$ cat src/rtl/bmd_pkg.sv
package bmd_pkg;
    // Verdict the cell timer gives on each sample cycle.
    typedef enum logic [1:0] {
        CELL_IDLE  = 2'd0,
        CELL_DONE  = 2'd1,
        CELL_FAULT = 2'd2
    } cell_verdict_e;
endpackage

$ cat src/rtl/bmd_sampler.sv
module bmd_sampler #(
    parameter int SYNC_STAGES = 2
) (
    input  logic clk,
    input  logic rst_n,
    input  logic line_in,
    output logic edge_o
);
    localparam int CHAIN_W = SYNC_STAGES + 1;

    // chain_q[SYNC_STAGES-1] is the synchronised sample, chain_q[SYNC_STAGES] the previous one
    logic [CHAIN_W-1:0] chain_d, chain_q;

    always_comb begin
        chain_d = {chain_q[CHAIN_W-2:0], line_in};
    end

    always_ff @(posedge clk) begin
        if (!rst_n) chain_q <= '0;
        else        chain_q <= chain_d;
    end

    assign edge_o = chain_q[SYNC_STAGES] ^ chain_q[SYNC_STAGES-1];
endmodule

$ cat src/rtl/bmd_cell_timer.sv
module bmd_cell_timer
    import bmd_pkg::*;
#(
    parameter int OVERSAMPLE = 8
) (
    input  logic          clk,
    input  logic          rst_n,
    input  logic          edge_i,
    output cell_verdict_e verdict_o,
    output logic          cell_bit_o
);
    localparam int MID_LO  = OVERSAMPLE / 2 - OVERSAMPLE / 8;
    localparam int MID_HI  = OVERSAMPLE / 2 + OVERSAMPLE / 8;
    localparam int BND_LO  = OVERSAMPLE - OVERSAMPLE / 4;
    localparam int TIMEOUT = OVERSAMPLE + OVERSAMPLE / 2;
    localparam int PW      = $clog2(TIMEOUT + 1);

    localparam logic [PW-1:0] MID_LO_C  = PW'(MID_LO);
    localparam logic [PW-1:0] MID_HI_C  = PW'(MID_HI);
    localparam logic [PW-1:0] BND_LO_C  = PW'(BND_LO);
    localparam logic [PW-1:0] TIMEOUT_C = PW'(TIMEOUT);
    localparam logic [PW-1:0] ONE_C     = PW'(1);

    typedef struct packed {
        logic          aligned;
        logic          mid_seen;
        logic [PW-1:0] phase;
    } timer_t;

    timer_t        st_d, st_q;
    cell_verdict_e verdict;
    logic          cell_bit;
    logic          in_mid;
    logic          timed_out;

    always_comb begin
        st_d      = st_q;
        verdict   = CELL_IDLE;
        cell_bit  = st_q.mid_seen;
        in_mid    = (st_q.phase >= MID_LO_C) && (st_q.phase <= MID_HI_C);
        timed_out = st_q.aligned && (st_q.phase >= TIMEOUT_C);

        if (!st_q.aligned) begin
            if (edge_i) begin
                st_d.aligned  = 1'b1;
                st_d.mid_seen = 1'b0;
                st_d.phase    = ONE_C;
            end else if (st_q.phase < TIMEOUT_C) begin
                st_d.phase = st_q.phase + ONE_C;
            end
        end else if (timed_out) begin
            verdict       = CELL_FAULT;
            st_d.aligned  = 1'b0;
            st_d.mid_seen = 1'b0;
        end else if (edge_i) begin
            if (st_q.phase >= BND_LO_C) begin
                verdict       = CELL_DONE;
                st_d.mid_seen = 1'b0;
                st_d.phase    = ONE_C;
            end else if (in_mid && !st_q.mid_seen) begin
                st_d.mid_seen = 1'b1;
                st_d.phase    = st_q.phase + ONE_C;
            end else begin
                verdict       = CELL_FAULT;
                st_d.aligned  = 1'b0;
                st_d.mid_seen = 1'b0;
            end
        end else begin
            st_d.phase = st_q.phase + ONE_C;
        end
    end

    always_ff @(posedge clk) begin
        if (!rst_n) st_q <= '{aligned: 1'b0, mid_seen: 1'b0, phase: '0};
        else        st_q <= st_d;
    end

    assign verdict_o  = verdict;
    assign cell_bit_o = cell_bit;

    // Phase never runs past the timeout while aligned
    p_phase_bound_r5: assert property (@(posedge clk) disable iff (!rst_n)
        st_q.aligned |-> st_q.phase <= TIMEOUT_C);

    // Losing alignment only happens through a fault
    p_unalign_fault_r6: assert property (@(posedge clk) disable iff (!rst_n)
        (st_q.aligned && !st_d.aligned) |-> verdict == CELL_FAULT);

    // Unaligned timer never reports a fault or a finished cell
    p_unaligned_quiet_r9: assert property (@(posedge clk) disable iff (!rst_n)
        !st_q.aligned |-> verdict == CELL_IDLE);
endmodule

$ cat src/rtl/bmd_lock.sv
module bmd_lock
    import bmd_pkg::*;
#(
    parameter int LOCK_CELLS = 16
) (
    input  logic          clk,
    input  logic          rst_n,
    input  cell_verdict_e verdict_i,
    output logic          locked_o
);
    localparam int CW = $clog2(LOCK_CELLS + 1);
    localparam logic [CW-1:0] LOCK_C = CW'(LOCK_CELLS);

    typedef struct packed {
        logic [CW-1:0] count;
        logic          locked;
    } lock_t;

    lock_t st_d, st_q;

    always_comb begin
        st_d = st_q;
        if (verdict_i == CELL_FAULT) begin
            st_d.count  = '0;
            st_d.locked = 1'b0;
        end else if (verdict_i == CELL_DONE && st_q.count < LOCK_C) begin
            st_d.count = st_q.count + CW'(1);
        end
        if (st_d.count == LOCK_C) st_d.locked = 1'b1;
    end

    always_ff @(posedge clk) begin
        if (!rst_n) st_q <= '{count: '0, locked: 1'b0};
        else        st_q <= st_d;
    end

    assign locked_o = st_q.locked;

    p_count_range_r7: assert property (@(posedge clk) disable iff (!rst_n)
        st_q.count <= LOCK_C);

    p_lock_needs_count_r7: assert property (@(posedge clk) disable iff (!rst_n)
        st_q.locked |-> st_q.count == LOCK_C);
endmodule

$ cat src/rtl/bmd_decoder.sv
module bmd_decoder
    import bmd_pkg::*;
#(
    parameter int OVERSAMPLE  = 8,
    parameter int SYNC_STAGES = 2,
    parameter int LOCK_CELLS  = 16
) (
    input  logic clk,
    input  logic rst_n,
    input  logic line_in,
    output logic bit_stb,
    output logic bit_val,
    output logic locked,
    output logic line_err
);
    typedef struct packed {
        logic stb;
        logic val;
        logic err;
    } out_t;

    logic          edge_w;
    cell_verdict_e verdict_w;
    logic          cell_bit_w;
    out_t          out_d, out_q;

    bmd_sampler #(.SYNC_STAGES(SYNC_STAGES)) u_sampler (
        .clk    (clk),
        .rst_n  (rst_n),
        .line_in(line_in),
        .edge_o (edge_w)
    );

    bmd_cell_timer #(.OVERSAMPLE(OVERSAMPLE)) u_timer (
        .clk       (clk),
        .rst_n     (rst_n),
        .edge_i    (edge_w),
        .verdict_o (verdict_w),
        .cell_bit_o(cell_bit_w)
    );

    bmd_lock #(.LOCK_CELLS(LOCK_CELLS)) u_lock (
        .clk      (clk),
        .rst_n    (rst_n),
        .verdict_i(verdict_w),
        .locked_o (locked)
    );

    always_comb begin
        out_d     = '0;
        out_d.stb = (verdict_w == CELL_DONE);
        out_d.val = (verdict_w == CELL_DONE) && cell_bit_w;
        out_d.err = (verdict_w == CELL_FAULT);
    end

    always_ff @(posedge clk) begin
        if (!rst_n) out_q <= '0;
        else        out_q <= out_d;
    end

    assign bit_stb  = out_q.stb;
    assign bit_val  = out_q.val;
    assign line_err = out_q.err;

    p_err_pulse_r5: assert property (@(posedge clk) disable iff (!rst_n)
        line_err |=> !line_err);

    p_err_unlocks_r7: assert property (@(posedge clk) disable iff (!rst_n)
        line_err |-> !locked);

    p_stb_excl_err_r8: assert property (@(posedge clk) disable iff (!rst_n)
        !(bit_stb && line_err));

    p_stb_single_r8: assert property (@(posedge clk) disable iff (!rst_n)
        bit_stb |=> !bit_stb);

    p_lock_on_stb_r7: assert property (@(posedge clk) disable iff (!rst_n)
        $rose(locked) |-> bit_stb);

    p_val_only_stb_r2: assert property (@(posedge clk) disable iff (!rst_n)
        bit_val |-> bit_stb);
endmodule

$ cat config.mk
export PLATFORM = sky130hd
export DESIGN_NAME = bmd_decoder
export DESIGN_NICKNAME = d
export VERILOG_FILES = /design/src/rtl/bmd_pkg.sv /design/src/rtl/bmd_sampler.sv /design/src/rtl/bmd_cell_timer.sv /design/src/rtl/bmd_lock.sv /design/src/rtl/bmd_decoder.sv
export SDC_FILE = /design/constraint.sdc
export NUM_CORES = 1
export LEC_CHECK = 0
export ABC_CLOCK_PERIOD_IN_PS = 3100
export BUFFER_PORTS_ARGS = -buffer_cell sky130_fd_sc_hd__buf_2
export CORE_MARGIN = 2
export CORE_UTILIZATION = 55
export CTS_CLUSTER_SIZE = 14
export DETAILED_ROUTE_END_ITERATION = 8
export PLACE_DENSITY_LB_ADDON = 0.15
export SLEW_MARGIN = 10
export SYNTH_ARGS = -nofsm -noshare
export SYNTH_HDL_FRONTEND = slang
export SYNTH_HIERARCHICAL = 1
export SYNTH_SLANG_ARGS = --single-unit
$ cat constraint.sdc
create_clock -name clk -period 3.1 [get_ports clk]
set_clock_uncertainty 0.2 [all_clocks]
set_input_delay 0.62 -clock clk [delete_from_list [all_inputs] [get_ports clk]]
set_output_delay 0.62 -clock clk [all_outputs]
set_load 0.01 [all_outputs]
==> run metrics <==
outcome=complete, no violations; RD Place Congestion=around 0.84; most frequent cells after synthesis=18 x dfxtp_1, 9 x inv_1, 7 x a21oi_1, 7 x nand2_1, 6 x o21ai_0; DR iter-0 viols=24; CTS tree=built; Ys Warns=6; post-synthesis sequential area ratio=0.347; synthesized instance count=~110; Critical Path RT=3100 ps; CTS clk-pin slew, worst paths=between 100 and 150 ps; vias per inst=5.64; share of total power in the clock network=0.332; chip height=~47 um; Yosys top cell area share=0.347; largest net degree at the start of global routing=18; Antenna diodes=0; Clock Tree Root=clkbuf_4; post-layout min period=2580 ps; Worst Path Arrival=approximately 2600 ps; dpl cell area=around 0.0011 mm^2; final count of negative-setup-slack endpoints=0; combinational power share=0.115; startpoint types=flip-flop; Slew Viols, Final=0; Die ar.=roughly 0.0023 mm^2; number of global-route vias before repair=approximately 700; Max Clk Rate=~390 MHz; Max Cap Viol=0; most common cell in the synthesized netlist=dfxtp_1; first-pass GRT wire length=between 2000 and 3000 um; clock latency on the worst-skew pair=approximately 300 ps; FP Rows=15; final net count=about 130; largest area contributor in the netlist=dfxtp_1; kind of critical path=flip-flop to flip-flop; Crit Path Max Fanout=12; sequential share of power=0.553; Sw Ratio=0.259; total gr overflow=0; worst hold path type=flip-flop to flip-flop; die width=between 40 and 50 um; Mapped Area=around 0.0010 mm^2; PD cells=406 mW/mm^2; number of synthesized flops with an enable pin=0; initial antenna violation count=0; Syn Area/Cell=9.37 um^2; Internal Power=0.332 mW; Peak supply drop=roughly 0.33 mV; Synth area leaders=dfxtp_1 35%, ha_1 4.8%, buf_6 4.3%, a21oi_1 3.4%, inv_1 3.2%; switching component of the power=roughly 0.12 mW; fin area=around 0.0011 mm^2; Final ANT Viol Nets=0; syn nets=about 120; leakage power=between 0.4 and 0.5 nW; Netlist cell types=between 40 and 50; total core area=~0.0017 mm^2; DP HPWL=roughly 1300 um; H-Tree Depth=1; Worst-Margin Slew=370 ps; Synth-to-Final Area Change=6.14%; drt first pass iters=4; Post-CTS Hold Buffers=0; Post-CTS Repair Setup Buffers=0; post-CTS resize count=0; # IOs=7; average wire per standard cell=~13 um; TritonCTS Buffers=3; RSZ-0062 raised after global routing=no; Final Hold Fails=0; setup TNS=0 ps; routed via count=806; detailed-route DRC error count=0; maximum root-to-sink buffer count=2; detailed-route wire length=~1800 um; Initial Util=0.596; slew margin rel.=0.750; predominant post-synthesis flop cell=dfxtp_1; CP endpoint kind=flip-flop; share of layout cells above drive strength 1=0.229; port buffer count=6; DP Cell Count=between 100 and 150; total global-route track usage=0.189; clk sinks=18; Final Non-Filler Cells=143; asr flop ratio synth=0; final period utilization=0.832; #FFs+latches synth=18
## placed cells by master (no fill, tap or decap), types with 2 or more instances in the layout
cell / instances
and3b_2: 2
buf_4: 2
nor2_1: 5
o211ai_1: 4
inv_1: 9
nand3_1: 3
ha_1: 4
nand2_1: 7
xor2_1: 2
dfxtp_1: 18
and2_1: 5
o21ai_0: 6
clkbuf_4: 3
a21oi_2: 2
a21oi_1: 7
a41oi_1: 2
buf_2: 6
## cells by family (layout without fill, tap and decap cells)
logic type,after synthesis,in the layout,synth area share
and+or+nand+nor,39,39,0.256
AOI/OAI and AO/OA,33,33,0.243
DFF,18,18,0.347
muxes,1,1,0.00963
xor gates and xnor gates,2,2,0.0169
buffers and inverters,14,21,0.0794
adders and majority gates,4,4,0.0481
## state kept, by name (all words and copies together), names as in the netlist
signal,flops
u_sampler/chain_q,3
bit_val,1
line_err,1
u_timer/cell_bit_o,1
u_timer/st_q,5
u_lock/st_q,5
bit_stb,1
u_lock/locked_o,1
## worst max-delay path, cell delays in order (launching register included)
cell	delay, ps
dfxtp_1	440
ha_1	220
nor2_2	60
o41a_4	480
a21oi_1	160
nor2_1	60
buf_4	170
nor2_4	160
nand4_2	120
xor2_1	170
a32o_1	240
## per-layer routing
layer | track usage | vias up | share of wire
met5 | 0 | - | 0
met4 | 0.0833 | 0 | 0.015
met3 | 0.0453 | 2 | 0.027
met2 | 0.289 | 15 | 0.45
met1 | 0.253 | 370 | 0.50
li1 | - | 419 | -
## power groups by stage
| stage | Combinational (mW) | Clock (mW) | Sequential (mW) |
|---|---|---|---|
| after CTS | 0.0517 | 0.155 | 0.248 |
| after floorplan | 0.0435 | 0 | 0.250 |
| after global routing | 0.0577 | 0.162 | 0.249 |
| after detailed placement | 0.0513 | 0 | 0.253 |
| final | 0.0515 | 0.149 | 0.247 |
| after global placement | 0.0507 | 0 | 0.252 |
## through the flow
stage          setup slack (ps)  power (mW)  hold WS (ps)  utilization
2_1_floorplan               695       0.293           206            -
3_3_place_gp                598       0.303           219        0.611
3_5_place_dp                537       0.304           220        0.611
4_1_cts                     530       0.454           252        0.632
5_1_grt                     404       0.469           281        0.632
6_report                    522       0.448           247        0.632
## layout make-up
cell class                      instances  area [um^2]
Clock buffer                            4         36.3
Multi-Input combinational cell         79          597
Fill cell                             159          642
Tap cell                               25         31.3
Sequential cell                        18          360
Timing Repair Buffer                    8         45.0
Inverter                                9         33.8
## final timing paths
path / slack (ps) / startpoint / end / cells after the start
worst min-delay path: 250 / u_sampler/chain_q[0] / u_sampler/chain_q[1] / 1
worst min register to register: 250 / u_sampler/chain_q[0] / u_sampler/chain_q[1] / 1
worst max register to register: 520 / u_timer/st_q[1] / u_lock/locked_o / 10
worst max-delay path: 520 / u_timer/st_q[1] / u_lock/locked_o / 10
Note: power is estimated with default switching activity, not from simulation.
